**src/rtl/tst_ir_pkg.sv**
```systemverilog
package tst_ir_pkg;
  localparam int unsigned IR_W = 3;
  typedef logic [IR_W-1:0] opc_t;

  localparam opc_t OPC_EXT   = 3'b000;
  localparam opc_t OPC_PRE   = 3'b001;
  localparam opc_t OPC_HIZ   = 3'b100;
  localparam opc_t OPC_CLAMP = 3'b101;
  localparam opc_t OPC_BYP   = 3'b111;

  localparam opc_t CAPT_VAL  = OPC_CLAMP;
  localparam opc_t RST_VAL   = OPC_BYP;

  typedef struct packed {
    logic bsr_sel;
    logic byp_sel;
    logic cell_drive;
    logic hiz;
    logic clamp;
    logic sys_rst_req;
  } ctl_t;
endpackage

```
**src/rtl/tst_ir_shift.sv**
```systemverilog
module tst_ir_shift #(
  parameter int unsigned W = 3,
  parameter logic [W-1:0] CAPT = '0,
  parameter logic [W-1:0] RST = '1
) (
  input  logic         tck_i,
  input  logic         rst_ni,
  input  logic         tlr_i,
  input  logic         capture_i,
  input  logic         shift_i,
  input  logic         tdi_i,
  output logic [W-1:0] sr_o,
  output logic         tdo_o
);
  logic [W-1:0] sr_q;
  logic         tdo_q;

  always_ff @(posedge tck_i or negedge rst_ni) begin
    if (!rst_ni)        sr_q <= RST;
    else if (tlr_i)     sr_q <= RST;
    else if (capture_i) sr_q <= CAPT;
    else if (shift_i)   sr_q <= {tdi_i, sr_q[W-1:1]};
  end

  // serial out retimed to the falling edge
  always_ff @(negedge tck_i or negedge rst_ni) begin
    if (!rst_ni) tdo_q <= 1'b0;
    else         tdo_q <= sr_q[0];
  end

  assign sr_o  = sr_q;
  assign tdo_o = tdo_q;
endmodule

```
**src/rtl/tst_ir_hold.sv**
```systemverilog
module tst_ir_hold #(
  parameter int unsigned W = 3,
  parameter logic [W-1:0] RST = '1
) (
  input  logic         tck_i,
  input  logic         rst_ni,
  input  logic         tlr_i,
  input  logic         update_i,
  input  logic [W-1:0] sr_i,
  output logic [W-1:0] ir_o
);
  logic [W-1:0] ir_q;

  always_ff @(posedge tck_i or negedge rst_ni) begin
    if (!rst_ni)       ir_q <= RST;
    else if (tlr_i)    ir_q <= RST;
    else if (update_i) ir_q <= sr_i;
  end

  assign ir_o = ir_q;
endmodule

```
**src/rtl/tst_ir_decode.sv**
```systemverilog
module tst_ir_decode
  import tst_ir_pkg::*;
(
  input  opc_t ir_i,
  output ctl_t ctl_o
);
  always_comb begin
    ctl_o = '0;
    casez (ir_i)
      3'b?1?: ctl_o.byp_sel = 1'b1;
      OPC_EXT: begin
        ctl_o.bsr_sel     = 1'b1;
        ctl_o.cell_drive  = 1'b1;
        ctl_o.sys_rst_req = 1'b1;
      end
      OPC_PRE: ctl_o.bsr_sel = 1'b1;
      OPC_HIZ: begin
        ctl_o.byp_sel = 1'b1;
        ctl_o.hiz     = 1'b1;
      end
      OPC_CLAMP: begin
        ctl_o.byp_sel    = 1'b1;
        ctl_o.clamp      = 1'b1;
        ctl_o.cell_drive = 1'b1;
      end
      default: ctl_o.byp_sel = 1'b1;
    endcase
  end
endmodule

```
**src/rtl/tst_ir_ctrl.sv**
```systemverilog
module tst_ir_ctrl
  import tst_ir_pkg::*;
(
  input  logic            tck_i,
  input  logic            rst_ni,
  input  logic            tlr_i,
  input  logic            capture_i,
  input  logic            shift_i,
  input  logic            update_i,
  input  logic            tdi_i,
  output logic            tdo_o,
  output logic [IR_W-1:0] ir_o,
  output logic            bsr_sel_o,
  output logic            byp_sel_o,
  output logic            cell_drive_o,
  output logic            hiz_o,
  output logic            clamp_o,
  output logic            sys_rst_req_o
);
  opc_t sr_q;
  opc_t ir_q;
  ctl_t ctl;

  tst_ir_shift #(.W(IR_W), .CAPT(CAPT_VAL), .RST(RST_VAL)) u_shift (
    .tck_i     (tck_i),
    .rst_ni    (rst_ni),
    .tlr_i     (tlr_i),
    .capture_i (capture_i),
    .shift_i   (shift_i),
    .tdi_i     (tdi_i),
    .sr_o      (sr_q),
    .tdo_o     (tdo_o)
  );

  tst_ir_hold #(.W(IR_W), .RST(RST_VAL)) u_hold (
    .tck_i    (tck_i),
    .rst_ni   (rst_ni),
    .tlr_i    (tlr_i),
    .update_i (update_i),
    .sr_i     (sr_q),
    .ir_o     (ir_q)
  );

  tst_ir_decode u_dec (
    .ir_i  (ir_q),
    .ctl_o (ctl)
  );

  assign ir_o          = ir_q;
  assign bsr_sel_o     = ctl.bsr_sel;
  assign byp_sel_o     = ctl.byp_sel;
  assign cell_drive_o  = ctl.cell_drive;
  assign hiz_o         = ctl.hiz;
  assign clamp_o       = ctl.clamp;
  assign sys_rst_req_o = ctl.sys_rst_req;
endmodule

```
**config.mk**
```make
export PLATFORM = sky130hd
export DESIGN_NAME = tst_ir_ctrl
export DESIGN_NICKNAME = d
export VERILOG_FILES = /design/src/rtl/tst_ir_pkg.sv /design/src/rtl/tst_ir_shift.sv /design/src/rtl/tst_ir_hold.sv /design/src/rtl/tst_ir_decode.sv /design/src/rtl/tst_ir_ctrl.sv
export SDC_FILE = /design/constraint.sdc
export NUM_CORES = 1
export LEC_CHECK = 0
export BUFFER_PORTS_ARGS = -buffer_cell sky130_fd_sc_hd__buf_4
export CAP_MARGIN = 20
export CORE_AREA = 2 2 39 41
export CTS_CLUSTER_DIAMETER = 120
export DETAILED_ROUTE_END_ITERATION = 16
export DIE_AREA = 0 0 41 43
export SYNTH_ARGS = -nofsm -noshare
export SYNTH_HDL_FRONTEND = slang
export SYNTH_SLANG_ARGS = --single-unit
```
**constraint.sdc**
```tcl
create_clock -name tck_i -period 1.6 [get_ports tck_i]
set_clock_uncertainty 0.05 [all_clocks]
set_input_delay 0.32 -clock tck_i [delete_from_list [all_inputs] [get_ports tck_i]]
set_output_delay 0.32 -clock tck_i [all_outputs]
set_load 0.05 [all_outputs]
```
==> metrics.txt <==
DRT iter0 DRCs 0; Nets 59; DP Cell Count 59; Die Y 43 um; Netlist cell types 14; largest net degree at the start of global routing 8; overall power 0.483 mW; YS warnings 0; CP max FO 1; root buf cell clkbuf_4; Slew @ Worst Pin 0.197 ns; slowest stage cell, crit path dfrtn_1; final core occ 44.9%; failing checks setup timing; Total GRT Usage 9.94%; initial antenna violation count 0; max-slew violations 0; global placement routability congestion 0.585; pre-CTS setup slack -0.130 ns; RSZ-0062 raised after global routing true; layout cells sized above 1 70.6%; die footprint 0.00176 sq mm; CP required 1.23 ns; CP max stage delay 0.40 ns; drt first pass iters 1; Worst Path Arrival 1.61 ns; VDD IR max 0.367 mV; Synth area leaders dfstp_2 49%, mux2i_1 9.3%, a211o_1 8.2%; cell area after layout 622 sq um; asr flop ratio synth 100%; post-synthesis cell count 27; final hold vios 0; synthesized net count 34; Antenna Diode Count 0; Buf/Inv on CP 1; Residual DRC 0; Crit path max-delay family flip-flops; Synth area leader dfstp_2; Avg Vias per Cell 4.37; LEAKAGE 0.279 nW; Mean Syn Cell Area 11.9 sq um; vias in the first global route 304; Post-synth top cells 6 x dfstp_2, 3 x a211o_1, 3 x mux2i_1, 3 x nor2b_1; H-tree levels 1; Worst-Skew Late Latency 0.24 ns; clock sink total 7; PortBufs 16; worst setup margin -0.378 ns; final setup fails 5; post-DP HPWL 489 um; EDFF count, synth 0; Routed WL 714 um; Die Wd 41 um; power per cell area 777 mW/mm^2; clock buffer depth 2; Worst-path clk slew 0.05 ns; Seq cells post-synth 7; first-pass GRT wire length 1190 um; Most used DFF post-synth dfstp_2; Non-Filler Instances 67; Hold WS 0.00893 ns; most frequent cell after synthesis dfstp_2; CTS buffer count 3; crit path kind register to output pin; CTS tree yes; # IOs 17; type of the tightest min-delay check input port to asynchronous set/reset pin; Startpoint Class register; Rows 14; final setup TNS -0.563 ns; GRT overflow 0; dpl cell area 489 sq um; Wirelength per Cell 10.7 um; core area 0.00138 sq mm; Setup crit end kind output pin; Slew HR 86.9%; register area share after synthesis 56.8%; Post-Syn Area 322 sq um; DRT antenna net count 0; Initial Util 23.2%; Max-cap violations 0; CP cell instances buf_6; Synth-to-Final Area Change 93.4%; share of the synthesized area in the top cell type 49.0%; status finished with violations; via count 293
==> sequential cells by signal (all words and copies together), names as in the netlist <==
register	cells
u_shift.sr_o	3
u_hold.ir_o	3
u_shift.tdo_o	1
==> metal layers <==
layer | part of all wire [%] | global-route usage, % | vias up
met5 | 0 | 0 | -
met4 | 0 | 8.00 | 0
met3 | 12 | 2.09 | 0
met2 | 51 | 14.4 | 16
met1 | 37 | 12.0 | 137
li1 | - | - | 140
==> layout make-up <==
| class | instances | area (sq um) |
|---|---|---|
| fillers | 140 | 762 |
| inverters | 1 | 3.75 |
| multi-input cells | 19 | 186 |
| flip-flops and latches | 7 | 190 |
| well taps | 16 | 20.0 |
| repair buffers | 20 | 195 |
| clock buffers | 4 | 26.3 |
==> repair_timing <==
item | CTS | global route
pin swaps | 0 | 1
hold buffers | 0 | 0
cloned | 0 | 0
resized for setup | 8 | 9
setup endpoints to repair | 5 | 7
buffers inserted | 2 | 2
==> report_power, final <==
part	internal (mW)	switching [mW]	total, mW
logic	0.0561	0.0657	0.122
registers	0.194	0.0134	0.207
clock network	0.0948	0.0593	0.154
total	0.345	0.138	0.483
==> cells by family (layout without fill, tap and decap cells) <==
logic type	after synthesis	after routing	share of synthesized area, %
flip-flops	7	7	56.8
AO/OA/AOI/OAI	4	4	10.5
buffers and inverters	1	25	1.17
multiplexers	3	3	9.34
XOR/XNOR	1	1	2.72
AND/OR/NAND/NOR	11	11	19.5
==> cells in the final DEF (no fill, tap or decap), types with 2 or more instances in the layout <==
cell type,n
buf_8,2
buf_4,10
clkbuf_4,3
mux2i_1,3
a211o_1,3
dfstp_2,4
nor2b_1,3
buf_6,8
nand2_1,2
dfstp_4,2
==> path summary, 6_finish.rpt <==
kind / cells after the start / start / slack (ns) / to
min in group tck_i: 2 / capture_i / 0.18 / u_shift.sr_o[1]
max reg2reg: 0 / u_shift.sr_o[0] / 0.24 / u_shift.tdo_o
max in group asynchronous: 1 / rst_ni / 0.85 / u_shift.tdo_o
min reg2reg: 2 / u_shift.sr_o[0] / 0.50 / u_shift.sr_o[0]
min: 1 / rst_ni / 0.009 / u_shift.sr_o[0]
max: 1 / u_shift.tdo_o / -0.38 / tdo_o
No activity file was read; power rests on OpenSTA's default activity.
